<file path="src/rtl/mdio_pkg.sv">
package mdio_pkg;
   localparam int FRAME_BITS = 64;
   localparam int IDX_W      = $clog2(FRAME_BITS);
   localparam int ADR_W      = 5;
   localparam int DAT_W      = 16;
   localparam int TA_POS     = 46;   // first turnaround bit index
   localparam int DATA_POS   = 48;   // first data bit index

   typedef enum logic [2:0] {
      SEL_CFG  = 3'd0,
      SEL_CMD  = 3'd1,
      SEL_ADDR = 3'd2,
      SEL_WDAT = 3'd3,
      SEL_RDAT = 3'd4,
      SEL_STAT = 3'd5
   } reg_sel_e;

   function automatic logic [FRAME_BITS-1:0] build_frame(
      input logic             rd,
      input logic [ADR_W-1:0] phy,
      input logic [ADR_W-1:0] ra,
      input logic [DAT_W-1:0] d);
      logic [1:0] op;
      logic [1:0] ta;
      logic [DAT_W-1:0] body;
      op   = rd ? 2'b10 : 2'b01;
      ta   = rd ? 2'b11 : 2'b10;
      body = rd ? {DAT_W{1'b1}} : d;
      return {32'hFFFF_FFFF, 2'b01, op, phy, ra, ta, body};
   endfunction
endpackage

</file>
<file path="src/rtl/mdio_clk_div.sv">
module mdio_clk_div #(
   parameter int HALF_W = 5
) (
   input  logic              clk,
   input  logic              rst_n,
   input  logic              run,
   input  logic [HALF_W-1:0] half_m1,
   output logic              mdc,
   output logic              rise_tick,
   output logic              fall_tick
);
   logic [HALF_W-1:0] cnt_q;
   logic              mdc_q;
   logic              wrap;

   assign wrap      = run && (cnt_q == half_m1);
   assign rise_tick = wrap && !mdc_q;
   assign fall_tick = wrap && mdc_q;
   assign mdc       = mdc_q;

   always_ff @(posedge clk or negedge rst_n) begin
      if (!rst_n) begin
         cnt_q <= '0;
         mdc_q <= 1'b0;
      end else if (!run) begin
         cnt_q <= '0;
         mdc_q <= 1'b0;
      end else if (wrap) begin
         cnt_q <= '0;
         mdc_q <= ~mdc_q;
      end else begin
         cnt_q <= cnt_q + 1'b1;
      end
   end

   // clock parked low whenever no frame runs
   p_mdc_low_idle_r7: assert property (@(posedge clk) disable iff (!rst_n)
      !run |=> !mdc);
endmodule

</file>
<file path="src/rtl/mdio_frame_engine.sv">
module mdio_frame_engine
   import mdio_pkg::*;
#(
   parameter bit IN_REG = 1'b1
) (
   input  logic             clk,
   input  logic             rst_n,
   input  logic             abort,
   input  logic             start_wr,
   input  logic             start_rd,
   input  logic [ADR_W-1:0] phy,
   input  logic [ADR_W-1:0] ra,
   input  logic [DAT_W-1:0] wdat,
   input  logic             rise_tick,
   input  logic             fall_tick,
   input  logic             mdio_i,
   output logic             busy,
   output logic             mdio_o,
   output logic             mdio_oe,
   output logic             rd_done,
   output logic [DAT_W-1:0] rd_value
);
   localparam logic [IDX_W-1:0] TA_IDX   = IDX_W'(TA_POS);
   localparam logic [IDX_W-1:0] DATA_IDX = IDX_W'(DATA_POS);
   localparam logic [IDX_W-1:0] LAST_IDX = IDX_W'(FRAME_BITS - 1);

   logic                  busy_q, rd_q, last_q;
   logic [FRAME_BITS-1:0] sh_q;
   logic [IDX_W-1:0]      idx_q;
   logic [DAT_W-1:0]      rx_q;
   logic                  mdio_s;

   generate
      if (IN_REG) begin : g_in_reg
         always_ff @(posedge clk or negedge rst_n) begin
            if (!rst_n) mdio_s <= 1'b1;
            else        mdio_s <= mdio_i;
         end
      end else begin : g_in_direct
         assign mdio_s = mdio_i;
      end
   endgenerate

   always_ff @(posedge clk or negedge rst_n) begin
      if (!rst_n) begin
         busy_q <= 1'b0;
         rd_q   <= 1'b0;
         last_q <= 1'b0;
         sh_q   <= '1;
         idx_q  <= '0;
         rx_q   <= '0;
      end else if (abort) begin
         busy_q <= 1'b0;
         rd_q   <= 1'b0;
         last_q <= 1'b0;
         idx_q  <= '0;
      end else if (!busy_q) begin
         if (start_wr || start_rd) begin
            busy_q <= 1'b1;
            rd_q   <= start_rd;
            last_q <= 1'b0;
            idx_q  <= '0;
            sh_q   <= build_frame(start_rd, phy, ra, wdat);
         end
      end else begin
         if (rise_tick) begin
            if (rd_q && idx_q >= DATA_IDX)
               rx_q <= {rx_q[DAT_W-2:0], mdio_s};
            if (idx_q == LAST_IDX)
               last_q <= 1'b1;
         end
         if (fall_tick) begin
            if (last_q) begin
               busy_q <= 1'b0;
            end else begin
               sh_q  <= {sh_q[FRAME_BITS-2:0], 1'b1};
               idx_q <= idx_q + 1'b1;
            end
         end
      end
   end

   assign busy     = busy_q;
   assign mdio_o   = sh_q[FRAME_BITS-1];
   assign mdio_oe  = busy_q && !(rd_q && idx_q >= TA_IDX);
   assign rd_done  = busy_q && !abort && fall_tick && last_q && rd_q;
   assign rd_value = rx_q;

   // data line only moves on a falling management clock edge
   p_mdio_hold_r4: assert property (@(posedge clk) disable iff (!rst_n)
      (busy && $past(busy) && !$past(fall_tick)) |-> $stable(mdio_o));
endmodule

</file>
<file path="src/rtl/mdio_mgmt_master.sv">
module mdio_mgmt_master
   import mdio_pkg::*;
#(
   parameter int CLKSEL_W   = 4,
   parameter int DEF_CLKSEL = 9,
   parameter bit IN_REG     = 1'b1,
   parameter int BUS_W      = 32
) (
   input  logic             clk,
   input  logic             rst_n,
   input  logic [2:0]       bus_sel,
   input  logic             bus_we,
   input  logic [BUS_W-1:0] bus_wdata,
   output logic [BUS_W-1:0] bus_rdata,
   output logic             mdc,
   output logic             mdio_out,
   output logic             mdio_oe,
   input  logic             mdio_in
);
   localparam int HALF_W  = CLKSEL_W + 1;
   localparam int MRST_B  = 15;
   localparam int PHY_LSB = 8;

   generate
      if (BUS_W < 16) begin : g_bad_bus
         $error("BUS_W must be at least 16");
      end
      if (CLKSEL_W < 1 || CLKSEL_W > 14) begin : g_bad_sel
         $error("CLKSEL_W must be in 1..14");
      end
      if (DEF_CLKSEL < 0 || DEF_CLKSEL >= (1 << CLKSEL_W)) begin : g_bad_def
         $error("DEF_CLKSEL does not fit CLKSEL_W");
      end
      if (BUS_W > 16) begin : g_hi_bits
         logic unused_hi;
         assign unused_hi = ^bus_wdata[BUS_W-1:16];
      end
   endgenerate

   logic                cfg_rst;
   logic [CLKSEL_W-1:0] cfg_sel;
   logic                cmd_rd;
   logic [ADR_W-1:0]    phy_q, ra_q;
   logic [DAT_W-1:0]    wdat_q, rdat_q;
   logic                nv_q;
   logic [HALF_W-1:0]   half_q;

   logic busy_w, rise_w, fall_w, done_w;
   logic [DAT_W-1:0] rx_w;
   logic wr_cfg, wr_cmd, wr_addr, wr_wdat;
   logic start_wr, start_rd;

   assign wr_cfg  = bus_we && (bus_sel == SEL_CFG);
   assign wr_cmd  = bus_we && (bus_sel == SEL_CMD);
   assign wr_addr = bus_we && (bus_sel == SEL_ADDR);
   assign wr_wdat = bus_we && (bus_sel == SEL_WDAT);

   assign start_wr = wr_wdat && !busy_w && !cfg_rst;
   assign start_rd = wr_cmd && bus_wdata[0] && !cmd_rd && !busy_w && !cfg_rst;

   always_ff @(posedge clk or negedge rst_n) begin
      if (!rst_n) begin
         cfg_rst <= 1'b0;
         cfg_sel <= CLKSEL_W'(DEF_CLKSEL);
         cmd_rd  <= 1'b0;
         phy_q   <= '0;
         ra_q    <= '0;
         wdat_q  <= '0;
         rdat_q  <= '0;
         nv_q    <= 1'b0;
         half_q  <= '1;
      end else begin
         if (wr_cfg) begin
            cfg_rst <= bus_wdata[MRST_B];
            cfg_sel <= bus_wdata[CLKSEL_W-1:0];
         end
         if (wr_cmd)
            cmd_rd <= bus_wdata[0];
         if (wr_addr) begin
            phy_q <= bus_wdata[PHY_LSB +: ADR_W];
            ra_q  <= bus_wdata[ADR_W-1:0];
         end
         if (start_wr)
            wdat_q <= bus_wdata[DAT_W-1:0];
         if (start_wr || start_rd)
            half_q <= {cfg_sel, 1'b1};
         if (done_w)
            rdat_q <= rx_w;
         if (cfg_rst)       nv_q <= 1'b0;
         else if (start_rd) nv_q <= 1'b1;
         else if (done_w)   nv_q <= 1'b0;
      end
   end

   mdio_clk_div #(.HALF_W(HALF_W)) u_div (
      .clk       (clk),
      .rst_n     (rst_n),
      .run       (busy_w && !cfg_rst),
      .half_m1   (half_q),
      .mdc       (mdc),
      .rise_tick (rise_w),
      .fall_tick (fall_w)
   );

   mdio_frame_engine #(.IN_REG(IN_REG)) u_eng (
      .clk       (clk),
      .rst_n     (rst_n),
      .abort     (cfg_rst),
      .start_wr  (start_wr),
      .start_rd  (start_rd),
      .phy       (phy_q),
      .ra        (ra_q),
      .wdat      (bus_wdata[DAT_W-1:0]),
      .rise_tick (rise_w),
      .fall_tick (fall_w),
      .mdio_i    (mdio_in),
      .busy      (busy_w),
      .mdio_o    (mdio_out),
      .mdio_oe   (mdio_oe),
      .rd_done   (done_w),
      .rd_value  (rx_w)
   );

   always_comb begin
      bus_rdata = '0;
      case (reg_sel_e'(bus_sel))
         SEL_CFG: begin
            bus_rdata[MRST_B]       = cfg_rst;
            bus_rdata[CLKSEL_W-1:0] = cfg_sel;
         end
         SEL_CMD:  bus_rdata[0] = cmd_rd;
         SEL_ADDR: begin
            bus_rdata[PHY_LSB +: ADR_W] = phy_q;
            bus_rdata[ADR_W-1:0]        = ra_q;
         end
         SEL_WDAT: bus_rdata[DAT_W-1:0] = wdat_q;
         SEL_RDAT: bus_rdata[DAT_W-1:0] = rdat_q;
         SEL_STAT: bus_rdata[1:0]       = {nv_q, busy_w};
         default:  bus_rdata = '0;
      endcase
   end

   // idle write of the data register raises busy on the next cycle
   p_busy_on_write_r3: assert property (@(posedge clk) disable iff (!rst_n)
      (bus_we && bus_sel == SEL_WDAT && !busy_w && !cfg_rst) |=> busy_w);

   // management reset forces everything idle
   p_mreset_idle_r8: assert property (@(posedge clk) disable iff (!rst_n)
      cfg_rst |=> (!busy_w && !nv_q && !mdc && !mdio_oe));

   // not-valid never outlives the frame
   p_nv_in_frame_r6: assert property (@(posedge clk) disable iff (!rst_n)
      nv_q |-> busy_w);

   // not-valid falls together with busy
   p_nv_fall_r6: assert property (@(posedge clk) disable iff (!rst_n)
      $fell(nv_q) |-> $fell(busy_w));
endmodule

</file>
<file path="config.mk">
export PLATFORM = sky130hd
export DESIGN_NAME = mdio_mgmt_master
export DESIGN_NICKNAME = d
export VERILOG_FILES = /design/src/rtl/mdio_pkg.sv /design/src/rtl/mdio_clk_div.sv /design/src/rtl/mdio_frame_engine.sv /design/src/rtl/mdio_mgmt_master.sv
export SDC_FILE = /design/constraint.sdc
export NUM_CORES = 1
export LEC_CHECK = 0
export BUFFER_PORTS_ARGS = -buffer_cell sky130_fd_sc_hd__buf_2
export CORE_MARGIN = 2
export CORE_UTILIZATION = 45
export DETAILED_ROUTE_END_ITERATION = 8
export PLACE_DENSITY = 0.69
export SETUP_SLACK_MARGIN = 0.15
export SKIP_CTS_REPAIR_TIMING = 1
export SKIP_LAST_GASP = 1
export SLEW_MARGIN = 10
export SYNTH_ARGS = -nofsm -noshare
export SYNTH_HDL_FRONTEND = slang
export SYNTH_HIERARCHICAL = 1
export SYNTH_SLANG_ARGS = --single-unit
export TNS_END_PERCENT = 50
</file>
<file path="constraint.sdc">
create_clock -name clk -period 2.71 [get_ports clk]
set_input_delay 0.271 -clock clk [delete_from_list [all_inputs] [get_ports clk]]
set_output_delay 0.271 -clock clk [all_outputs]
set_load 0.01 [all_outputs]
</file>
==> results of run 1 <==
-- final cells by class --
type	instances	area share, %
clock buffers	18	5.26
clock inverters	14	1.95
inverters	7	0.322
multi-input cells	371	37.7
flip-flops and latches	149	46.8
well taps	216	3.31
repair buffers	58	4.73
-- synth_stat cells (2+ instances only) --
master / instances
inv_1: 7
nand3b_1: 5
o22ai_1: 2
nand2_1: 35
nor2_1: 27
buf_4: 20
nand4b_1: 2
buf_2: 7
or3b_2: 4
nor2b_1: 3
a31oi_1: 2
mux2i_1: 14
a22o_1: 7
and3_1: 2
a22oi_1: 4
ha_1: 2
o21ai_0: 23
dfrtp_1: 78
xnor2_1: 5
xor2_1: 2
mux2_1: 4
clkbuf_1: 12
nand3_1: 7
conb_1: 2
mux2_2: 128
buf_6: 8
mux2_4: 9
dfstp_2: 71
a21oi_1: 8
nand2b_1: 33
-- metal layers --
layer | share of wire [%] | global-route usage, % | vias up
met5 | 0 | 0 | -
met3 | 4.0 | 4.10 | 21
met1 | 48 | 22.4 | 2169
met4 | 2.2 | 7.53 | 0
li1 | - | - | 2016
met2 | 46 | 25.7 | 78
-- sequential cells by signal (all words and copies together) (netlist names), 4 cells and up --
register        cells
u_eng/idx_q         6
half_q              4
u_eng/sh_q         64
u_div/cnt_q         5
ra_q                5
wdat_q             16
rdat_q             16
u_eng/rd_value     16
cfg_sel             4
phy_q               5
-- worst min-delay path by stage --
stage / from / to / slack, ps / cells past startpoint
floorplan: rst_n / cfg_rst / -20 / 0
global placement: rst_n / wdat_q[2] / 270 / 1
detailed placement: rst_n / cfg_sel[2] / 270 / 1
CTS: rst_n / cfg_sel[2] / -190 / 1
global route: bus_wdata[5] / wdat_q[5] / 100 / 2
finish: bus_wdata[5] / wdat_q[5] / 120 / 2
-- cell families after synthesis --
family / count (synthesis)
muxes: 156
DFF: 149
and+or+nand+nor: 133
AOI/OAI and AO/OA: 55
buffers and inverters: 55
xor gates and xnor gates: 8
adders and majority gates: 2
other: 2
-- report_power, final --
part           total (mW)  internal, mW  switching [mW]
clock network        2.34          1.44           0.899
logic                1.27         0.773           0.501
registers            3.56          3.23           0.332
-- placed cells by master, fill, tap and decap left out, types with 2 or more instances in the layout --
master / netlist / routed
a21oi_1: 8 / 8
a22o_1: 7 / 7
a22oi_1: 4 / 4
a31oi_1: 2 / 2
buf_12: 0 / 2
buf_2: 7 / 40
buf_4: 20 / 12
bufinv_16: 0 / 3
clkbuf_16: 0 / 18
clkinv_2: 0 / 7
clkinv_4: 0 / 2
conb_1: 2 / 17
dfrtp_1: 78 / 77
dfstp_2: 71 / 71
dlygate4sd3_1: 0 / 2
ha_1: 2 / 2
inv_1: 7 / 7
mux2_1: 4 / 4
mux2_2: 128 / 128
mux2_4: 9 / 9
mux2i_1: 14 / 14
nand2_1: 35 / 35
nand2b_1: 33 / 33
nand3_1: 7 / 7
nand3b_1: 5 / 5
nand4b_1: 2 / 2
nor2_1: 27 / 27
nor2b_1: 3 / 3
o21ai_0: 23 / 23
o22ai_1: 2 / 2
or3b_2: 4 / 4
xnor2_1: 5 / 5
xor2_1: 2 / 2
-- worst register-to-register path, delay by kind of cell (launching register included) --
| family | cells | cell delay, ps |
|---|---|---|
| simple gates | 4 | 710 |
| flops | 1 | 550 |
| mux | 1 | 390 |
| buf+inv | 1 | 270 |
| compound gates | 1 | 260 |
| xor+xnor | 1 | 140 |
-- through the flow --
step	util (%)	area (µm²)	power, mW	instances	setup WS [ps]
after floorplan	-	7230	4.53	575	438
after global placement	47.9	7520	4.79	798	269
after detailed placement	47.9	7520	4.87	798	217
after CTS	51.6	8110	7.25	830	186
after global routing	52.0	8170	7.54	833	176
final	52.0	8170	7.17	833	332
==> reports/results.tsv, run 1 <==
stage	metric	value	unit
global_route	vias in the first global route	4347	
global_route	pin count of the biggest net entering global routing	66	
floorplan	initial core utilization	45.6	%
yosys	ys flop type	dfrtp_1	
yosys	post-synthesis sequential area ratio	53.2	%
yosys	Gate Count Post-Synth	560	
yosys	average size of a mapped cell	12.8	µm²
global_route	first-pass GRT wire length	21.9	mm
yosys	Post-synth ARST share	100	%
cells_and_area	FF/Latch Area	0.00382	mm²
worst_setup_path	Worst EP arrival	2720	ps
placed_design	IO Port Bufs	41	
pwr	Pwr Density	878	mW/mm²
yosys	Yosys top cell by area	dfrtp_1	
sta	worst-margin pin slew	520	ps
worst_setup_path	r2r worst-path depth	8	
worst_setup_path	Critical R2R Launch	half_q[4]	
floorplan	die width	130	µm
detailed_routing	DRC viols	0	
pwr	VDD IR max	545	µV
worst_setup_path	CP delay by family, top	simple AND/OR/NAND/NOR gates	
sta	worst hold slack	117	ps
sta	Slew Limit Fails	0	
placed_design	detailed placement HPWL	8.54	mm
yosys	Synth Area in Compound Gates	5.06	%
worst_setup_path	Worst Path Required	3060	ps
yosys	top-area cell type share of the netlist area	27.2	%
sta	Final TNS setup	0	ps
detailed_routing	WL per Instance	15.8	µm
detailed_routing	First-pass DRT Iterations	4	
worst_setup_path	critical path startpoint	half_q[4]	
clocking	Clock Tree Buf Depth	2	
worst_setup_path	kind of critical path	flip-flop to flip-flop	
detailed_routing	routed wire length	13.1	mm
yosys	Post-Synth XOR/XNOR Area	1.08	%
sta	final hold violation count	0	
sta	Final Setup Violations	0	
worst_setup_path	R2R Setup Slk	330	ps
worst_setup_path	RR Endpoint	u_eng/sh_q[23]	
yosys	Synth Area in Adders	0.349	%
cells_and_area	final-layout fill cell count	1351	
global_route	antenna violations before repair	0	
clocking	clk_lat worst skew	420	ps
floorplan	Die Y-Extent	130	µm
worst_setup_path	CP Capture Point	u_eng/sh_q[23]	
sta	post-layout min period	2380	ps
worst_setup_path	Critical Path Stages	8	
min_path	min-delay worst type	input port to flip-flop	
yosys	multiplexer share of the synthesized area	24.9	%
cells_and_area	ant diodes	0	
floorplan	I/O Pins	74	
floorplan	die area	0.0170	mm²
yosys	#FFs+latches synth	149	
detailed_routing	vias after detailed routing	4284	
yosys	Synth area leaders	dfrtp_1, dfstp_2, mux2_2	
outcome	status	completed	
worst_setup_path	crit path cell chain	xnor2_1 > nand3_2 > nor2_1 > and3_2 > nand3b_4 > a21oi_4 > clkbuf_16 > mux2_2	
yosys	Unique masters post-synth	57	
run	Max Cap Violations	0	
worst_setup_path	Max stage delay on crit path	550	ps
pwr	Leak	3.47	nW
yosys	Post-synth EDFFs	0	
sta	unrepaired setup endpoints after global routing	no	
detailed_routing	drt via density	5.14	
global_route	Remaining Overflow, GRT	0	
worst_setup_path	critical path startpoint category	flip-flop	
detailed_routing	DRT iter0 DRCs	271	
sta	Fin Clk Skew	6.41	ps
clocking	CTS tree	done	
sta	max_slew headroom	65.3	%
cells_and_area	multi-input logic area	0.00308	mm²
global_route	total track usage	16.7	%
yosys	Mapped Area	0.00717	mm²
sta	crit share post-route	87.7	%
detailed_routing	Detail Route Antenna Nets	0	
worst_setup_path	Worst Path Buf+Inv	1	
clocking	Reg clk slew, reported paths	60	ps
floorplan	area of the core	0.0157	mm²
cells_and_area	share of cells above drive strength 1	51.1	%
floorplan	Rows	46	
worst_setup_path	CP max-delay cell	dfstp_2	
yosys	largest family of logic cells by synthesized area	multiplexers	
worst_setup_path	Critical Path End Type	flip-flop	
clocking	Sink Count	149	
yosys	post-synthesis simple-gate area fraction	10.4	%
worst_setup_path	critical path peak fanout	32	
clocking	H-tree depth	4	
cells_and_area	Synth-to-Final Area Change	13.9	%
yosys	Synth warnings	6	
sta	Achievable Freq	421	MHz
placed_design	GP Congestion	0.766	
clocking	Clk Tree Root Cell	clkbuf_16	
cells_and_area	Nets	645	
clocking	number of CTS-inserted buffers	17	
(Power assumes the default switching activity.)
==> inputs of run 2 (changes only) <==
Settings changed: CORE_MARGIN 2 to default.
==> run 2 against run 1 <==
  * Register-to-register slack about the same
  * Sequential share of layout area about the same
  * Count of clock-buffer cells in the layout up 1
  * Clock skew up 1.5 ps
  * Critical path depth unchanged
  * Non-clock buffer count up 2
  * Flip-flop and latch count unchanged
  * Design area about the same
  * Cell count down 0.36%
  * Largest power group unchanged
==> reports/results.tsv, run 2 (synthesized netlist as in run 1, its figures left out) <==
stage	metric	value	unit	change
outcome	status	completed		
cells_and_area	commonest non-fill, non-tap cell in the layout	mux2_2		
detailed_routing	drt via density	5.15		+0.13%
detailed_routing	vias after detailed routing	4274		-0.23%
placed_design	Setup WS pre-CTS	243	ps	+26.5 ps
cells_and_area	Core Util, Final	53.1	%	+1.1 points
worst_setup_path	critical path startpoint	half_q[3]		
sta	unrepaired setup endpoints after global routing	yes		
worst_setup_path	RR Endpoint	u_eng/sh_q[5]		
pwr	Leak	3.43	nW	-0.99%
floorplan	Rows	45		-2.2%
floorplan	I/O Pins	74		unchanged
clocking	Sink Count	149		unchanged
global_route	antenna violations before repair	0		unchanged
global_route	total track usage	17.6	%	+0.96 points
sta	crit share post-route	88.3	%	+0.52 points
worst_setup_path	Worst Path Required	3050	ps	about the same
detailed_routing	First-pass DRT Iterations	4		unchanged
placed_design	DP Area	0.00753	mm²	about the same
sta	Fin Clk Skew	7.91	ps	+1.50 ps
sta	post-layout min period	2390	ps	+14.1 ps
worst_setup_path	Worst EP arrival	2730	ps	about the same
worst_setup_path	Critical R2R Launch	half_q[3]		
cells_and_area	design area	0.00816	mm²	about the same
sta	max_slew headroom	48.5	%	-17 points
worst_setup_path	kind of critical path	flip-flop to flip-flop		
detailed_routing	routed wire length	13.2	mm	+0.68%
clocking	Clock Tree Buf Depth	2		unchanged
pwr	Pwr Density	888	mW/mm²	+1.1%
min_path	min-delay worst type	input port to flip-flop		
cells_and_area	highest-count cells in the layout ignoring fill and taps	mux2_2, dfrtp_1, dfstp_2, buf_2, nand2_1		
sta	Final Setup Violations	0		unchanged
cells_and_area	Final Non-Filler Cells	830		-0.36%
clocking	Reg clk slew, reported paths	60	ps	about the same
detailed_routing	WL per Instance	15.9	µm	+1.0%
floorplan	die area	0.0164	mm²	-3.0%
run	Max Cap Violations	0		unchanged
sta	final hold violation count	0		unchanged
sta	Final TNS setup	0	ps	unchanged
global_route	Remaining Overflow, GRT	0		unchanged
clocking	CTS tree	done		
sta	worst hold slack	121	ps	+4.25 ps
global_route	vias in the first global route	4408		+1.4%
floorplan	initial core utilization	46.7	%	+1.0 points
sta	worst-margin pin slew	772	ps	+252 ps
floorplan	die width	128	µm	-1.5%
cells_and_area	final-layout fill cell count	1326		-1.9%
sta	setup ws final	318	ps	-14.1 ps
detailed_routing	DRT iter0 DRCs	180		-34%
worst_setup_path	R2R Setup Slk	320	ps	about the same
worst_setup_path	CP Capture Point	u_eng/sh_q[5]		
worst_setup_path	r2r worst-path depth	8		unchanged
clocking	H-tree depth	4		unchanged
detailed_routing	DRC viols	0		unchanged
placed_design	IO Port Bufs	41		unchanged
cells_and_area	Nets	647		+0.31%
placed_design	detailed placement HPWL	8.84	mm	+3.6%
placed_design	Placed Instances	796		-0.25%
global_route	pin count of the biggest net entering global routing	83		+26%
floorplan	Die Y-Extent	128	µm	-1.5%
cells_and_area	ant diodes	0		unchanged
cells_and_area	share of cells above drive strength 1	51.1	%	about the same
worst_setup_path	critical path peak fanout	40		+25%
cells_and_area	Largest register FFs	64		unchanged
placed_design	GP Congestion	0.787		+2.7%
detailed_routing	Detail Route Antenna Nets	0		unchanged
floorplan	area of the core	0.0154	mm²	-2.2%
pwr	VDD IR max	678	µV	+24%
sta	Achievable Freq	418	MHz	-0.59%
cells_and_area	Largest Register	u_eng/sh_q		
clocking	Clk Tree Root Cell	clkbuf_16		
cells_and_area	Synth-to-Final Area Change	13.8	%	about the same
pwr	Pwr Total	7.24	mW	+1.0%
global_route	first-pass GRT wire length	22.3	mm	+1.9%
min_path	Hold Crit Start	bus_wdata[6]		
clocking	number of CTS-inserted buffers	17		unchanged
clocking	clk_lat worst skew	420	ps	about the same
worst_setup_path	Critical Path End Type	flip-flop		
worst_setup_path	critical path startpoint category	flip-flop		
sta	Slew Limit Fails	0		unchanged
-- run 2: worst max-delay path: stages (launching register included) --
cell and delay [ps]:
dfstp_2 530, xnor2_1 130, nand3_2 150, nor2_1 150, and3_1 250, nand3b_2 200
a21oi_4 250, buf_12 250, mux2_2 370
-- run 2: how the worst min path moves through the flow --
| stage | to | slack (ps) | cells past startpoint |
|---|---|---|---|
| after floorplan | cfg_rst | -20 | 0 |
| after global placement | u_eng/idx_q[4] | 290 | 1 |
| after detailed placement | u_eng/idx_q[5] | 300 | 1 |
| after CTS | u_eng/idx_q[5] | -150 | 1 |
| after global routing | wdat_q[7] | 120 | 2 |
| final | wdat_q[6] | 120 | 2 |
-- run 2: area by class of cell --
cell class,count,area (µm²),area share (%)
Clock buffer,19,454,5.57
Clock inverter,13,154,1.89
Inverter,7,26.3,0.322
Multi-Input combinational cell,371,3070,37.6
Sequential cell,149,3820,46.8
Tap cell,211,264,3.24
Timing Repair Buffer,60,375,4.60
-- run 2: where the power goes --
part	switching [mW]	leakage, nW	total [mW]	internal (mW)
Sequential	0.345	1.78	3.57	3.23
Clock	0.910	0.295	2.41	1.50
Combinational	0.494	1.36	1.26	0.770
-- run 2: per-layer routing --
| metal | part of all wire [%] | GRT usage [%] | wire length, µm |
|---|---|---|---|
| met3 | 3.1 | 4.09 | 412 |
| met2 | 48 | 27.6 | 6290 |
| met4 | 1.4 | 7.06 | 188 |
| met1 | 48 | 23.7 | 6350 |
| met5 | 0 | 0 | 0 |
